File: config.mk
export PLATFORM = sky130hd
export DESIGN_NAME = strop_engine
export DESIGN_NICKNAME = d
export VERILOG_FILES = /design/src/rtl/strop_pkg.sv /design/src/rtl/strop_agen.sv /design/src/rtl/strop_cmp.sv /design/src/rtl/strop_seq.sv /design/src/rtl/strop_engine.sv
export SDC_FILE = /design/constraint.sdc
export NUM_CORES = 1
export LEC_CHECK = 0
export CAP_MARGIN = 20
export CORE_MARGIN = 2
export CORE_UTILIZATION = 58
export CTS_BUF_LIST = sky130_fd_sc_hd__clkbuf_16
export DETAILED_ROUTE_END_ITERATION = 12
export PLACE_DENSITY = 0.87
export RECOVER_POWER = 50
export SLEW_MARGIN = 10
export SYNTH_ARGS = -nofsm -noshare
export SYNTH_HDL_FRONTEND = slang
export SYNTH_SLANG_ARGS = --single-unit
File: constraint.sdc
create_clock -name clk -period 12 [get_ports clk]
set_input_delay 2.4 -clock clk [delete_from_list [all_inputs] [get_ports clk]]
set_output_delay 2.4 -clock clk [all_outputs]
set_load 0.03 [all_outputs]
File: src/rtl/strop_pkg.sv
// Shared types for the string operation engine.
// Assumes: no other package defines these names.
package strop_pkg;

    // Sequencer states, one per kind of cycle the engine spends.
    typedef enum logic [2:0] {
        ST_IDLE,
        ST_BASE1,
        ST_BASE2,
        ST_RD1,
        ST_RD2,
        ST_WR1
    } seq_state_t;

    // Operation selector as it arrives on op_code.
    typedef enum logic {
        OP_MOVE = 1'b0,
        OP_CMP  = 1'b1
    } str_op_t;

    // Condition code values reported after a compare.
    localparam logic [1:0] CC_EQUAL      = 2'd0;
    localparam logic [1:0] CC_FIRST_LOW  = 2'd1;
    localparam logic [1:0] CC_FIRST_HIGH = 2'd2;

endpackage

File: src/rtl/strop_agen.sv
// Address generator: forms the two operand start addresses
// (base + zero-extended displacement, wrapped to ADDR_W) and keeps a shared
// byte offset that is added to both.
// Assumes: load1/load2 are pulsed with base_in/disp_in valid in that cycle.
module strop_agen #(
    parameter int ADDR_W = 24,
    parameter int DISP_W = 12,
    parameter int LEN_W  = 8
) (
    input  logic              clk,
    input  logic              rst_n,
    input  logic              load1,
    input  logic              load2,
    input  logic [ADDR_W-1:0] base_in,
    input  logic [DISP_W-1:0] disp_in,
    input  logic              clr_ofs,
    input  logic              step,
    output logic [ADDR_W-1:0] addr1,
    output logic [ADDR_W-1:0] addr2,
    output logic [LEN_W-1:0]  ofs
);
    localparam int PAD_W = ADDR_W - DISP_W;

    logic [ADDR_W-1:0] start1_q, start2_q, eff_addr;
    logic [LEN_W-1:0]  ofs_q;

    // Effective address of the operand being loaded.
    always_comb begin
        eff_addr = base_in + {{PAD_W{1'b0}}, disp_in};
    end

    // Capture the operand start addresses.
    always_ff @(posedge clk) begin
        if (!rst_n) begin
            start1_q <= '0;
            start2_q <= '0;
        end else begin
            if (load1) start1_q <= eff_addr;
            if (load2) start2_q <= eff_addr;
        end
    end

    // Byte offset shared by both strings.
    always_ff @(posedge clk) begin
        if (!rst_n || clr_ofs) ofs_q <= '0;
        else if (step)         ofs_q <= ofs_q + 1'b1;
    end

    // Current byte addresses, wrapping modulo 2^ADDR_W.
    always_comb begin
        addr1 = start1_q + ADDR_W'(ofs_q);
        addr2 = start2_q + ADDR_W'(ofs_q);
        ofs   = ofs_q;
    end

endmodule

File: src/rtl/strop_cmp.sv
// Unsigned byte comparator producing the condition code for a pair of bytes.
// Assumes: a is the first operand byte, b is the second.
module strop_cmp
    import strop_pkg::*;
#(
    parameter int DATA_W = 8
) (
    input  logic [DATA_W-1:0] a,
    input  logic [DATA_W-1:0] b,
    output logic              same,
    output logic [1:0]        code
);
    // Classify the pair as equal, first low or first high.
    always_comb begin
        same = (a == b);
        if (same)       code = CC_EQUAL;
        else if (a < b) code = CC_FIRST_LOW;
        else            code = CC_FIRST_HIGH;
    end

endmodule

File: src/rtl/strop_seq.sv
// Sequencer: latches the instruction on an idle start, reads both base
// registers, then loops over the bytes issuing one memory access at a time.
// Move: read second, write first. Compare: read first, read second, test.
// Assumes: the base register port answers combinationally, and mem_rdata is
// valid whenever mem_ready is high.
module strop_seq
    import strop_pkg::*;
#(
    parameter int DATA_W = 8,
    parameter int LEN_W  = 8,
    parameter int DISP_W = 12,
    parameter int RIDX_W = 4
) (
    input  logic              clk,
    input  logic              rst_n,
    input  logic              start,
    input  logic              op_in,
    input  logic [LEN_W-1:0]  len_in,
    input  logic [RIDX_W-1:0] b1_in,
    input  logic [DISP_W-1:0] d1_in,
    input  logic [RIDX_W-1:0] b2_in,
    input  logic [DISP_W-1:0] d2_in,
    output logic [RIDX_W-1:0] breg_idx,
    output logic [DISP_W-1:0] disp_out,
    output logic              load1,
    output logic              load2,
    output logic              clr_ofs,
    output logic              step,
    input  logic [LEN_W-1:0]  ofs_in,
    input  logic              mem_ready,
    input  logic [DATA_W-1:0] mem_rdata,
    output logic              mem_req,
    output logic              mem_we,
    output logic              addr_sel,
    output logic [DATA_W-1:0] mem_wdata,
    output logic [DATA_W-1:0] cmp_a,
    input  logic              cmp_same,
    input  logic [1:0]        cmp_code,
    output logic              busy,
    output logic [1:0]        cc,
    output logic              op_is_cmp
);
    seq_state_t        state_q, state_d;
    str_op_t           op_q;
    logic [LEN_W-1:0]  len_q;
    logic [RIDX_W-1:0] b1_q, b2_q;
    logic [DISP_W-1:0] d1_q, d2_q;
    logic [DATA_W-1:0] hold_q;
    logic [1:0]        cc_q;
    logic              start_ok, last, cmp_stop;

    // Control conditions derived from the current state.
    always_comb begin
        start_ok = start && (state_q == ST_IDLE);
        last     = (ofs_in == len_q);
        cmp_stop = !cmp_same || last;
    end

    // State register.
    always_ff @(posedge clk) begin
        if (!rst_n) state_q <= ST_IDLE;
        else        state_q <= state_d;
    end

    // Instruction latch, loaded only on an accepted start.
    always_ff @(posedge clk) begin
        if (!rst_n) begin
            op_q <= OP_MOVE;
            len_q <= '0;
            b1_q <= '0;
            b2_q <= '0;
            d1_q <= '0;
            d2_q <= '0;
        end else if (start_ok) begin
            op_q <= str_op_t'(op_in);
            len_q <= len_in;
            b1_q <= b1_in;
            b2_q <= b2_in;
            d1_q <= d1_in;
            d2_q <= d2_in;
        end
    end

    // Byte holding register: first byte for compare, source byte for move.
    always_ff @(posedge clk) begin
        if (!rst_n) begin
            hold_q <= '0;
        end else if (mem_ready) begin
            if (state_q == ST_RD1)
                hold_q <= mem_rdata;
            else if (state_q == ST_RD2 && op_q == OP_MOVE)
                hold_q <= mem_rdata;
        end
    end

    // Condition code, updated only when a compare finishes.
    always_ff @(posedge clk) begin
        if (!rst_n)
            cc_q <= CC_EQUAL;
        else if (state_q == ST_RD2 && mem_ready && op_q == OP_CMP && cmp_stop)
            cc_q <= cmp_code;
    end

    // Next state and per-cycle controls.
    always_comb begin
        state_d  = state_q;
        mem_req  = 1'b0;
        mem_we   = 1'b0;
        addr_sel = 1'b0;
        load1    = 1'b0;
        load2    = 1'b0;
        clr_ofs  = 1'b0;
        step     = 1'b0;
        breg_idx = b1_q;
        disp_out = d1_q;
        unique case (state_q)
            ST_IDLE: begin
                if (start_ok) state_d = ST_BASE1;
            end
            ST_BASE1: begin
                load1   = 1'b1;
                clr_ofs = 1'b1;
                state_d = ST_BASE2;
            end
            ST_BASE2: begin
                breg_idx = b2_q;
                disp_out = d2_q;
                load2    = 1'b1;
                state_d  = (op_q == OP_CMP) ? ST_RD1 : ST_RD2;
            end
            ST_RD1: begin
                mem_req = 1'b1;
                if (mem_ready) state_d = ST_RD2;
            end
            ST_RD2: begin
                mem_req  = 1'b1;
                addr_sel = 1'b1;
                if (mem_ready) begin
                    if (op_q == OP_MOVE) begin
                        state_d = ST_WR1;
                    end else if (cmp_stop) begin
                        state_d = ST_IDLE;
                    end else begin
                        step    = 1'b1;
                        state_d = ST_RD1;
                    end
                end
            end
            ST_WR1: begin
                mem_req = 1'b1;
                mem_we  = 1'b1;
                if (mem_ready) begin
                    if (last) begin
                        state_d = ST_IDLE;
                    end else begin
                        step    = 1'b1;
                        state_d = ST_RD2;
                    end
                end
            end
            default: state_d = ST_IDLE;
        endcase
    end

    // Outputs taken from registered state.
    always_comb begin
        mem_wdata = hold_q;
        cmp_a     = hold_q;
        busy      = (state_q != ST_IDLE);
        cc        = cc_q;
        op_is_cmp = (op_q == OP_CMP);
    end

endmodule

File: src/rtl/strop_engine.sv
// Top of the string operation engine: ties the sequencer, the address
// generator and the byte comparator together and selects the port address.
// Assumes: a single-cycle combinational base register read port.
module strop_engine #(
    parameter int ADDR_W   = 24,
    parameter int DATA_W   = 8,
    parameter int LEN_W    = 8,
    parameter int DISP_W   = 12,
    parameter int NUM_REGS = 16
) (
    input  logic                        clk,
    input  logic                        rst_n,
    input  logic                        start,
    input  logic                        op_code,
    input  logic [LEN_W-1:0]            len_code,
    input  logic [$clog2(NUM_REGS)-1:0] base1_sel,
    input  logic [DISP_W-1:0]           disp1,
    input  logic [$clog2(NUM_REGS)-1:0] base2_sel,
    input  logic [DISP_W-1:0]           disp2,
    output logic [$clog2(NUM_REGS)-1:0] breg_idx,
    input  logic [ADDR_W-1:0]           breg_data,
    output logic                        mem_req,
    output logic                        mem_we,
    output logic [ADDR_W-1:0]           mem_addr,
    output logic [DATA_W-1:0]           mem_wdata,
    input  logic [DATA_W-1:0]           mem_rdata,
    input  logic                        mem_ready,
    output logic                        busy,
    output logic [1:0]                  cc
);
    localparam int RIDX_W = $clog2(NUM_REGS);

    logic [DISP_W-1:0] disp_sel;
    logic              load1, load2, clr_ofs, step, addr_sel;
    logic [LEN_W-1:0]  ofs;
    logic [ADDR_W-1:0] addr1, addr2;
    logic [DATA_W-1:0] cmp_a;
    logic              cmp_same, op_is_cmp;
    logic [1:0]        cmp_code;

    strop_seq #(
        .DATA_W(DATA_W), .LEN_W(LEN_W), .DISP_W(DISP_W), .RIDX_W(RIDX_W)
    ) u_seq (
        .clk(clk), .rst_n(rst_n), .start(start), .op_in(op_code),
        .len_in(len_code), .b1_in(base1_sel), .d1_in(disp1),
        .b2_in(base2_sel), .d2_in(disp2), .breg_idx(breg_idx),
        .disp_out(disp_sel), .load1(load1), .load2(load2),
        .clr_ofs(clr_ofs), .step(step), .ofs_in(ofs),
        .mem_ready(mem_ready), .mem_rdata(mem_rdata), .mem_req(mem_req),
        .mem_we(mem_we), .addr_sel(addr_sel), .mem_wdata(mem_wdata),
        .cmp_a(cmp_a), .cmp_same(cmp_same), .cmp_code(cmp_code),
        .busy(busy), .cc(cc), .op_is_cmp(op_is_cmp)
    );

    strop_agen #(
        .ADDR_W(ADDR_W), .DISP_W(DISP_W), .LEN_W(LEN_W)
    ) u_agen (
        .clk(clk), .rst_n(rst_n), .load1(load1), .load2(load2),
        .base_in(breg_data), .disp_in(disp_sel), .clr_ofs(clr_ofs),
        .step(step), .addr1(addr1), .addr2(addr2), .ofs(ofs)
    );

    strop_cmp #(
        .DATA_W(DATA_W)
    ) u_cmp (
        .a(cmp_a), .b(mem_rdata), .same(cmp_same), .code(cmp_code)
    );

    // Port address: first operand unless the sequencer selects the second.
    always_comb begin
        mem_addr = addr_sel ? addr2 : addr1;
    end

endmodule

# Word level (Yosys, flattened, before mapping)
# Cells that the tools add are included.
# word_totals
out_inout_bits,41
input_bits,77
ff_bits,110
elab_cells,71
# op_classes
n_addsub,4
n_reduce_logical,15
n_eq_ne,11
bitwise,1
n_mux,27
order_cmp,1
# ops
cell,n
$add 24x8->24,2
$add 24x12->24,1
$mux 24,1
$mux 3,7
$pmux 3 s6,1
$eq 8x8->1,2
$mux 8,2
$mux 12,1
$mux 1,10
$add 8x1->8 const B,1
$lt 8x8->1,1
$eq 3x2->1 const B,2
$eq 3x3->1 const B,2
$mux 2,3
$ne 2x2->1 const B,3
$logic_and 1x1->1,5
$mux 4,1
$reduce_and 4->1,1
$eq 3x1->1 const B,1
$logic_not 3->1,1
$reduce_bool 3->1,1
$reduce_or 3->1,1
$logic_not 1->1,2
$logic_or 1x1->1,2
5 further kinds,5

# Logic depth before layout (Yosys ltp)
# Gate-level depths: netlist (run 1).
# depth
ltp_word,7
depth_mapped,15
ltp_nobuf,12

# Cells and area by module
# From an unflattened synthesis (run 1), not the netlist that was laid out.
# hier_totals
cells_unflattened,858
area_unflattened_um2,7275.7
# modules_own_cells
mod,area_per_inst_um2,instances,cells_each,seq_area_each_um2
strop_agen,4070.2,1,502,1121.1
strop_seq,2592.5,1,299,1081.0
strop_engine,396.6,1,27,0.0
strop_cmp,216.5,1,30,0.0

# Worst setup path after synthesis (run 1)
# OpenSTA, ideal clock, no wires.
# synth_path
path_kind,register -> output
from,reg u_seq.state_q[0]
to,out mem_addr[16]
stages_incl_launch_ff,14
n_path_buf,2
required_ps,9600
t_arrival_ps,3390
slack_ps,6210
path_cell_list,dfxtp_1 or3b_1 buf_2 buf_1 nand2_1 nand2_1 ha_1 fa_1 a211oi_1 o21bai_1 a211oi_2 nor3_1 xnor2_1 mux2i_1
# synth_between
elab_chain_cells,3
# synth_lines
element,line_no,source
from (decl),strop_seq.sv:43,"seq_state_t state_q, state_d;"
from (signal assigned),strop_seq.sv:62,else state_q <= state_d;
$eq 3x3->1,strop_seq.sv:116,unique case (state_q)
$mux 1,strop_seq.sv:116,
$mux 24,strop_engine.sv:71,mem_addr = addr_sel ? addr2 : addr1;
to (decl),strop_engine.sv:24,"output logic [ADDR_W-1:0] mem_addr,"
# No other way between the ends.

# Worst setup path after layout (run 1)
# layout_path
from,reg u_seq.state_q[1]
to,out breg_idx[1]
# layout_between
elab_chain_cells,2
# layout_lines
element,line_no,source
$eq 3x2->1,strop_seq.sv:116,
$mux 4,strop_seq.sv:116,
to (decl),strop_engine.sv:20,"output logic [$clog2(NUM_REGS)-1:0] breg_idx,"
# No other way between the ends.

==> impl_metrics.env, run 1 <==
export IMPL_clk_insertion_delay_late_ps=350
export IMPL_whs_endpoint="u_seq.d1_q[6]"
export IMPL_die_h_um=110.6
export IMPL_peakVddDrop_mv=0.09595
export IMPL_reg2reg_to="u_agen.start2_q[13]"
export IMPL_crit_fanout=35
export IMPL_detail_route_wl_per_cell_um=15.67
export IMPL_dp_hpwl_um=12330
export IMPL_start_util_pct=60.00
export IMPL_synth_avg_cell_area_um2=7.790
export IMPL_switching_share_pct=36.31
export IMPL_dpl_cell_area_um2=7782
export IMPL_status="finished, violations left"
export IMPL_cts_tree="done"
export IMPL_fin_crit_sh_pct=59.70
export IMPL_antenna_found_initial=0
export IMPL_ys_flop_type="dfxtp_1"
export IMPL_switching_power_uw=439.4
export IMPL_core_area_um2=10980
export IMPL_ys_seq_area_share_pct=33.42
export IMPL_cp_end_kind="primary output"
export IMPL_internal_power_uw=770.7
export IMPL_synth_top_area_share_pct=33.42
export IMPL_area_growth_syn_to_layout_pct=23.03
export IMPL_tightest_slew_ps=2510
export IMPL_setup_violations=0
export IMPL_powerDensity_nw_per_um2=149.3
export IMPL_final_max_slew_viol_count=110
export IMPL_layout_commonest_cell="nand2_1"
export IMPL_yosysUniqueCellTypes=74
export IMPL_hold_depth=2
export IMPL_io_pins=118
export IMPL_p_leak_uw=0.003303
export IMPL_hold_class="flop to flop"
export IMPL_r2r_cells=12
export IMPL_nNetsFinal=1050
export IMPL_vias_per_cell=5.858
export IMPL_drtIter0Drc=459
export IMPL_num_vias=6356
export IMPL_syn_area_um2=6590
export IMPL_track_usage_pct=27.70
export IMPL_root_buffer="clkbuf_16"
export IMPL_antenna_cells=0
export IMPL_cts_sinks=110
export IMPL_dieWidth_um=110.6
export IMPL_critPathArrivalTime_ps=4760
export IMPL_yosysWarnings=0
export IMPL_clk_pin_slew_ps=70
export IMPL_fmax_mhz=139.6
export IMPL_syn_num_nets=956
export IMPL_dr_pass1_iters=5
export IMPL_place_gp_congestion=0.9163
export IMPL_critical_path_class="flop to primary output"
export IMPL_fill_cells=845
export IMPL_htree_levels=3
export IMPL_async_flop_share_pct=0
export IMPL_grt_first_pass_wirelength_um=28500
export IMPL_postCtsHoldBufs=0
export IMPL_io_buffer_count=117
export IMPL_cts_buffers=9
export IMPL_yosys_area_top_type="dfxtp_1"
export IMPL_overflow=0
export IMPL_required_ps=9600
export IMPL_rsz0062_at_grt="no"
export IMPL_synth_edff_count=0
export IMPL_row_count=38
export IMPL_final_area_um2=8108
export IMPL_drive_gt1_share_pct=4.550
export IMPL_maxCapViolCount=3
export IMPL_ys_ff_latch=110
export IMPL_syn_instance_count=846
export IMPL_layout_common_cells="nand2_1, dfxtp_1, clkdlybuf4s50_1, a21oi_1, nor2_1"
export IMPL_drc_errors=0
export IMPL_synth_area_leaders="dfxtp_1, nand2_1, ha_1, a21oi_1, xnor2_1"
export IMPL_violations="capacitance limit, slew limit"
export IMPL_hp_start="u_seq.d1_q[6]"
export IMPL_cts_resized=0
export IMPL_cts_setup_buffers=0
export IMPL_grt_pass1_vias=5912
export IMPL_rr_startpoint="u_seq.state_q[1]"
export IMPL_grt_max_degree=57
export IMPL_worst_clock_skew_ps=6.723
export IMPL_fin_setup_tns_ps=0
export IMPL_wl_um=17000
export IMPL_hold_viol_final=0
export IMPL_p_clk_share_pct=27.1
export IMPL_utilization_pct=73.82
export IMPL_fp_dieArea_um2=12230
export IMPL_ant_nets=0
export IMPL_finalCriticalPeriod_ps=7165
export IMPL_pwr_share_comb_pct=34.9
export IMPL_start_kind="flop"
export IMPL_reg2reg_slack_ps=5890
export IMPL_seqPwrFrac_pct=37.9
export IMPL_maxSlewHeadroom_pct=-67.35
export IMPL_cts_max_path_buffers=2
## cell usage after synthesis (3+ instances only)
| master | count |
|---|---|
| nand2_1 | 221 |
| dfxtp_1 | 110 |
| a21oi_1 | 75 |
| nor2_1 | 43 |
| o21ai_0 | 37 |
| ha_1 | 31 |
| xnor2_1 | 29 |
| clkbuf_1 | 28 |
| xor2_1 | 28 |
| mux2i_1 | 25 |
| nand3_1 | 25 |
| inv_1 | 19 |
| nand4_1 | 16 |
| a21o_1 | 14 |
| nor3_1 | 14 |
| o211ai_1 | 8 |
| a22o_1 | 7 |
| a211oi_1 | 6 |
| nand2b_1 | 6 |
| clkbuf_8 | 5 |
| nor2b_1 | 5 |
| a31oi_1 | 4 |
| buf_2 | 4 |
| o21a_1 | 4 |
| o22ai_1 | 4 |
| o31ai_1 | 4 |
| a311oi_1 | 3 |
| a32oi_1 | 3 |
| and2_1 | 3 |
| nand3b_1 | 3 |
| nor4_1 | 3 |
| or4_1 | 3 |
## worst max-delay path: stages, from the launching register on
cell	delay (ps)
dfxtp_1	580
clkinv_1	350
nor3_1	1360
clkbuf_1	1210
nand2_1	130
nand2_1	110
clkdlybuf4s50_1	670
## through the flow
| stage | std cells | hold WS, ps | setup slack [ps] | power, uW |
|---|---|---|---|---|
| after floorplan | 846 | 424.9 | 6210 | 743.7 |
| after global placement | 1068 | 434.2 | 5378 | 873.1 |
| after detailed placement | 1068 | 446.8 | 5343 | 881.8 |
| after CTS | 1084 | 457.4 | 4940 | 1209 |
| after global routing | 1085 | 475.9 | 4402 | 1273 |
| final | 1085 | 457.2 | 4835 | 1210 |
## how the worst max path moves through the flow
stage                     slack (ps)  depth (start not counted)            to        startpoint
after floorplan                 6210                         13  mem_addr[16]  u_seq.state_q[0]
after global placement          5380                         12  mem_addr[22]  u_seq.state_q[2]
after detailed placement        5340                         12  mem_addr[16]  u_seq.state_q[2]
after CTS                       4940                         12  mem_addr[16]  u_seq.state_q[2]
after global routing            4400                          6   breg_idx[0]  u_seq.state_q[1]
final                           4840                          6   breg_idx[1]  u_seq.state_q[1]
## per-layer routing
layer	GRT usage, %	wire, um	vias to the layer above
met5	0	0	-
met4	7.667	290	0
met3	5.434	1290	27
met2	45.60	8029	253
met1	37.09	7394	2928
li1	-	-	3148
## power groups by stage
| stage | sequential [uW] | clock (uW) | combinational [uW] |
|---|---|---|---|
| floorplan | 451 | 0 | 293 |
| global placement | 463 | 0 | 410 |
| detailed placement | 465 | 0 | 417 |
| CTS | 457 | 332 | 420 |
| global route | 464 | 346 | 463 |
| finish | 459 | 329 | 423 |
## sequential cells by signal (all words and copies together) (netlist names), 8 cells and up
signal,flops
u_seq.d1_q,12
u_seq.len_q,8
u_agen.start2_q,24
u_agen.ofs,8
u_agen.start1_q,24
u_seq.cmp_a,8
u_seq.d2_q,12
## cell families (layout without fill, tap and decap cells)
logic type / Yosys count / in the layout / share of synthesized area (%)
muxes: 26 / 26 / 3.968
and+or+nand+nor: 362 / 362 / 24.68
xor gates and xnor gates: 57 / 57 / 7.575
AOI/OAI and AO/OA: 196 / 196 / 19.40
adders and majority gates: 33 / 33 / 6.493
DFF: 110 / 110 / 33.42
buffers and inverters: 62 / 161 / 4.462
## cell type report
class / instances / area [um^2] / share of cell area (%)
Clock inverter: 7 / 105.1 / 1.296
Multi-Input combinational cell: 674 / 4101 / 50.59
Timing Repair Buffer: 125 / 1224 / 15.09
Sequential cell: 110 / 2202 / 27.16
Clock buffer: 9 / 225.2 / 2.778
Inverter: 20 / 75.07 / 0.9259
Tap cell: 140 / 175.2 / 2.160
No activity file was read; power rests on OpenSTA's default activity.
==> run 2, diff against run 1 <==
--- a/config.mk
+++ b/config.mk
@@ -7,10 +7,10 @@
 export LEC_CHECK = 0
 export CAP_MARGIN = 20
 export CORE_MARGIN = 2
-export CORE_UTILIZATION = 58
+export CORE_UTILIZATION = 54
 export CTS_BUF_LIST = sky130_fd_sc_hd__clkbuf_16
 export DETAILED_ROUTE_END_ITERATION = 12
-export PLACE_DENSITY = 0.87
+export PLACE_DENSITY = 0.82
 export RECOVER_POWER = 50
 export SLEW_MARGIN = 10
 export SYNTH_ARGS = -nofsm -noshare
==> constraint.sdc (replaced) <==
create_clock -name clk -period 6.9 [get_ports clk]
set_input_delay 1.38 -clock clk [delete_from_list [all_inputs] [get_ports clk]]
set_output_delay 1.38 -clock clk [all_outputs]
set_load 0.03 [all_outputs]
==> run 2 against run 1 <==
Net effect: the flow still finishes with violations (capacitance limit, slew limit); sequential share of layout area rose by 0.18 points; combinational power rose by 72%; clock skew rose by 1.0 ps; first-iteration DRC count fell by 6.3%; critical path depth rose by 6; critical endpoint is now mem_addr[22]; largest cell class unchanged.
==> impl_metrics.env, run 2 (same netlist as run 1, synthesis figures left out) <==
export IMPL_overflow=0
export IMPL_fin_crit_sh_pct=87.94
export IMPL_dieWidth_um=114.5
export IMPL_cts_sinks=110
export IMPL_final_max_slew_viol_count=9
export IMPL_antenna_cells=0
export IMPL_clk_pin_slew_ps=70
export IMPL_ant_nets=0
export IMPL_critPathArrivalTime_ps=4690
export IMPL_hp_start="u_seq.b1_q[3]"
export IMPL_layout_common_cells="nand2_1, dfxtp_1, clkdlybuf4s50_1, a21oi_1, nor2_1"
export IMPL_status="finished, violations left"
export IMPL_fin_setup_tns_ps=0
export IMPL_grt_pass1_vias=5718
export IMPL_cp_end_kind="primary output"
export IMPL_grt_first_pass_wirelength_um=27820
export IMPL_drc_errors=0
export IMPL_root_buffer="clkbuf_16"
export IMPL_peakVddDrop_mv=0.1505
export IMPL_place_gp_congestion=0.8962
export IMPL_path_buf_inv=1
export IMPL_start_util_pct=55.09
export IMPL_core_area_um2=11960
export IMPL_cts_setup_buffers=0
export IMPL_postCtsHoldBufs=0
export IMPL_cp_top_family="simple AND/OR/NAND/NOR gates"
export IMPL_track_usage_pct=26.37
export IMPL_startpoint="u_seq.state_q[2]"
export IMPL_r2r_cells=12
export IMPL_layout_commonest_cell="nand2_1"
export IMPL_powerDensity_nw_per_um2=248.6
export IMPL_fmax_mhz=164.8
export IMPL_p_leak_uw=0.003295
export IMPL_reg2reg_to="u_agen.start2_q[13]"
export IMPL_setup_ws_ps=832.5
export IMPL_vias_per_cell=5.735
export IMPL_cts_max_path_buffers=2
export IMPL_dp_hpwl_um=12480
export IMPL_required_ps=5520
export IMPL_cts_buffers=9
export IMPL_maxSlewHeadroom_pct=-36.73
export IMPL_setup_violations=0
export IMPL_critical_path_class="flop to primary output"
export IMPL_cpMostUsedCell="nand2_1"
export IMPL_p_total_uw=2002
export IMPL_htree_levels=3
export IMPL_dr_pass1_iters=5
export IMPL_path_cells="or3b_1 -> nand2_1 -> nand2_1 -> ha_1 -> fa_1 -> a211oi_1 -> o21bai_1 -> a211oi_2 -> nor2_1 -> nand3b_1 -> xor2_1 -> clkdlybuf4s50_1"
export IMPL_wl_um=16600
export IMPL_dp_slack_ps=1227
export IMPL_die_h_um=114.5
export IMPL_reg_top3="u_agen.start1_q (24), u_agen.start2_q (24)"
export IMPL_cpMaxStageDelayCell="or3b_1"
export IMPL_rr_startpoint="u_seq.state_q[1]"
export IMPL_antenna_found_initial=0
export IMPL_io_pins=118
export IMPL_detail_route_wl_per_cell_um=15.18
export IMPL_maxCapViolCount=1
export IMPL_violations="capacitance limit, slew limit"
export IMPL_rsz0062_at_grt="no"
export IMPL_hold_viol_final=0
export IMPL_worst_clock_skew_ps=7.753
export IMPL_hold_class="flop to flop"
export IMPL_crit_fanout=17
export IMPL_start_kind="flop"
export IMPL_fill_cells=1028
export IMPL_num_vias=6268
export IMPL_reg2reg_slack_ps=2270
export IMPL_slowest_delay_ps=690
export IMPL_cts_tree="done"
export IMPL_crit_end="mem_addr[22]"
export IMPL_nNetsFinal=1051
export IMPL_drive_gt1_share_pct=4.440
export IMPL_tightest_slew_ps=1999
export IMPL_row_count=40
export IMPL_clk_insertion_delay_late_ps=350
export IMPL_cp_depth=12
export IMPL_io_buffer_count=117
export IMPL_drtIter0Drc=430
export IMPL_cts_resized=0
export IMPL_area_growth_syn_to_layout_pct=22.21
export IMPL_finalCriticalPeriod_ps=6068
export IMPL_fp_dieArea_um2=13100
export IMPL_grt_max_degree=42
==> run 2: cell types whose count changed in the layout (fill, tap and decap cells not counted), sizes merged <==
| cell | before | now |
|---|---|---|
| clkinv | 3 | 4 |
| bufinv | 2 | 0 |
| inv | 21 | 22 |
| buf | 6 | 8 |
| clkbuf | 11 | 10 |
==> run 2: metal layers <==
| metal | wire length (um) | track usage, % | vias up |
|---|---|---|---|
| met5 | 0 | 0 | - |
| met4 | 227 | 7.724 | 0 |
| met3 | 1038 | 4.394 | 16 |
| met2 | 7689 | 41.85 | 197 |
| met1 | 7641 | 36.92 | 2900 |
| li1 | - | - | 3155 |
==> run 2: layout make-up <==
class,instances,area (um^2),share of cell area (%)
multi-input combinational,674,4088,50.75
inverter,20,75.07,0.9321
tap,147,183.9,2.284
clock inverter,7,41.29,0.5127
sequential,110,2202,27.34
timing repair buffer,126,1239,15.38
clock buffer,9,225.2,2.796
==> run 2: worst min-delay path by stage <==
stage	to	slack [ps]	cells past startpoint
floorplan	u_agen.start1_q[2]	420	2
global placement	u_agen.start1_q[7]	430	2
detailed placement	u_seq.b2_q[0]	450	2
CTS	u_seq.b2_q[0]	460	2
global route	u_seq.d1_q[8]	470	2
finish	u_seq.b1_q[3]	450	2
==> run 2: worst register-to-register path, delay by kind of cell, from the launching register on <==
kind,cells,cell delay [ps]
buffers and inverters,2,740
DFF,1,590
adders and majority gates,1,310
and+or+nand+nor,4,1260
AOI/OAI and AO/OA,4,1220
xor gates and xnor gates,1,350
==> run 2: report_power, final <==
group	switching (uW)	internal, uW	leakage (uW)
sequential	78.1	720	0.000896
combinational	430	297	0.00226
clock	233	243	0.000136
==> run 2: per-stage QoR <==
stage,hold slack [ps],area [um^2],cells,util [%]
2_1_floorplan,424.9,6590,846,-
3_3_place_gp,435.0,7799,1076,65.20
3_5_place_dp,446.5,7799,1076,65.20
4_1_cts,456.3,8065,1092,67.43
5_1_grt,468.2,8054,1093,67.33
6_report,453.7,8054,1093,67.33
==> run 3, diff against run 2 <==
--- a/config.mk
+++ b/config.mk
@@ -10,6 +10,7 @@
 export CORE_UTILIZATION = 54
 export CTS_BUF_LIST = sky130_fd_sc_hd__clkbuf_16
 export DETAILED_ROUTE_END_ITERATION = 12
+export GPL_TIMING_DRIVEN = 0
 export PLACE_DENSITY = 0.82
 export RECOVER_POWER = 50
 export SLEW_MARGIN = 10
==> run 3 against run 2 <==
Net effect: the flow still finishes with violations (capacitance limit, slew limit); routed wire length is 8.7% higher; utilization increased by 1.4 points; final cell count increased by 2.7%; sequential share of layout area down 0.56 points; fmax fell by 1.7%; combinational power is 4.3% higher; global-route usage grew 1.7 points; critical path depth up 2; power increased by 6.8%; highest routed layer unchanged.
==> impl_metrics.env, run 3 (same netlist as run 1, synthesis figures left out) <==
export IMPL_fp_dieArea_um2=13100
export IMPL_die_h_um=114.5
export IMPL_dieWidth_um=114.5
export IMPL_pwr_share_comb_pct=35.5
export IMPL_setup_violations=0
export IMPL_start_util_pct=55.09
export IMPL_clk_insertion_delay_late_ps=350
export IMPL_overflow=0
export IMPL_rr_startpoint="u_seq.state_q[0]"
export IMPL_cts_sinks=110
export IMPL_nNetsFinal=1082
export IMPL_num_vias=6370
export IMPL_detail_route_wl_per_cell_um=16.06
export IMPL_dp_cells=1108
export IMPL_postCtsHoldBufs=0
export IMPL_cp_end_kind="primary output"
export IMPL_wl_um=18030
export IMPL_hold_depth=2
export IMPL_track_usage_pct=28.06
export IMPL_seqPwrFrac_pct=36.9
export IMPL_p_leak_uw=0.003365
export IMPL_startpoint="u_seq.state_q[0]"
export IMPL_grt_max_degree=18
export IMPL_vias_per_cell=5.672
export IMPL_start_kind="flop"
export IMPL_maxCapViolCount=1
export IMPL_hold_class="flop to flop"
export IMPL_fmax_mhz=162.0
export IMPL_finalNonFillerCells=1123
export IMPL_area_growth_syn_to_layout_pct=24.76
export IMPL_final_max_slew_viol_count=9
export IMPL_tightest_slew_ps=2094
export IMPL_r2r_cells=13
export IMPL_powerDensity_nw_per_um2=260.0
export IMPL_p_clk_share_pct=27.6
export IMPL_row_count=40
export IMPL_core_area_um2=11960
export IMPL_layout_commonest_cell="nand2_1"
export IMPL_internal_power_uw=1374
export IMPL_dpl_cell_area_um2=7925
export IMPL_antenna_found_initial=0
export IMPL_setup_ws_ps=727.9
export IMPL_fin_setup_tns_ps=0
export IMPL_required_ps=5520
export IMPL_finalCriticalPeriod_ps=6172
export IMPL_io_buffer_count=115
export IMPL_violations="capacitance limit, slew limit"
export IMPL_crit_fanout=10
export IMPL_critPathArrivalTime_ps=4790
export IMPL_critical_path_class="flop to primary output"
export IMPL_place_gp_congestion=0.8905
export IMPL_switching_power_uw=763.1
export IMPL_drc_errors=0
export IMPL_status="finished, violations left"
export IMPL_cts_setup_buffers=0
export IMPL_dp_hpwl_um=13790
export IMPL_layout_common_cells="nand2_1, dfxtp_1, clkdlybuf4s50_1, a21oi_1, nor2_1"
export IMPL_maxSlewHeadroom_pct=-43.21
export IMPL_cts_tree="done"
export IMPL_hold_viol_final=0
export IMPL_switching_share_pct=35.70
export IMPL_cts_buffers=9
export IMPL_final_area_um2=8222
export IMPL_worst_clock_skew_ps=8.058
export IMPL_cts_max_path_buffers=2
export IMPL_grt_pass1_vias=5964
export IMPL_drtIter0Drc=381
export IMPL_cts_resized=0
export IMPL_utilization_pct=68.73
export IMPL_root_buffer="clkbuf_16"
export IMPL_drive_gt1_share_pct=4.303
export IMPL_grt_first_pass_wirelength_um=29290
export IMPL_ant_nets=0
export IMPL_clk_pin_slew_ps=70
export IMPL_reg_top3="u_agen.start1_q (24), u_agen.start2_q (24)"
export IMPL_io_pins=118
export IMPL_htree_levels=3
export IMPL_peakVddDrop_mv=0.1514
export IMPL_dr_pass1_iters=5
export IMPL_antenna_cells=0
export IMPL_fin_crit_sh_pct=89.45
export IMPL_rsz0062_at_grt="no"
export IMPL_dp_slack_ps=1173
export IMPL_hp_start="u_seq.d2_q[7]"
==> run 3: cell types whose count changed in the layout (fill, tap and decap cells not counted), moves of 2 or more <==
cell and delta:
clkbuf_8 +3, buf_4 -6, bufinv_16 +3, buf_1 +2, clkdlybuf4s50_1 -5, clkbuf_2 +2, clkbuf_1 +29, buf_2 +4
dlygate4sd3_1 +3
==> run 3: power groups by stage <==
| stage | clock network, uW | registers [uW] | logic (uW) |
|---|---|---|---|
| floorplan | 0 | 784 | 509 |
| global placement | 0 | 797 | 748 |
| detailed placement | 0 | 800 | 759 |
| CTS | 593 | 786 | 764 |
| global route | 616 | 798 | 830 |
| finish | 590 | 789 | 759 |
==> run 3: metal layers <==
| layer | share of wire [%] | up-vias | track usage [%] |
|---|---|---|---|
| li1 | - | 3203 | - |
| met1 | 45 | 2898 | 38.79 |
| met2 | 46 | 239 | 45.05 |
| met3 | 6.8 | 30 | 3.706 |
| met4 | 2.2 | 0 | 9.919 |
| met5 | 0 | - | 0 |
==> run 3: through the flow <==
step           total power, uW  hold slack [ps]
2_1_floorplan             1293            424.9
3_3_place_gp              1545            438.6
3_5_place_dp              1558            446.9
4_1_cts                   2143            456.3
5_1_grt                   2245            472.3
6_report                  2137            455.1
==> run 3: cell type report <==
class                   instances  area, um^2
inverters                      20       75.07
well taps                     147       183.9
clock buffers                   9       225.2
repair buffers                115        1151
fillers                      1024        3740
flip-flops and latches        110        2202
clock inverters                 6       110.1
plain buffers                  42       198.9
multi-input cells             674        4075
==> run 3: worst max-delay path, stage by stage (launching register included) <==
cell and delay [ps]:
dfxtp_1 380, or3b_1 380, buf_2 200, buf_1 310, nand2_1 150, nand2_1 90
ha_1 230, fa_1 430, a211oi_1 240, o21bai_1 140, a211oi_2 670, nor3_1 150
xnor2_1 160, mux2i_1 200, clkdlybuf4s50_1 710
==> run 3: path summary, 6_finish.rpt <==
check	end	slack, ps
min reg2reg	u_seq.d2_q[7]	460
max	mem_addr[16]	730
max reg2reg	u_agen.start1_q[13]	2210
min	u_seq.d2_q[7]	460
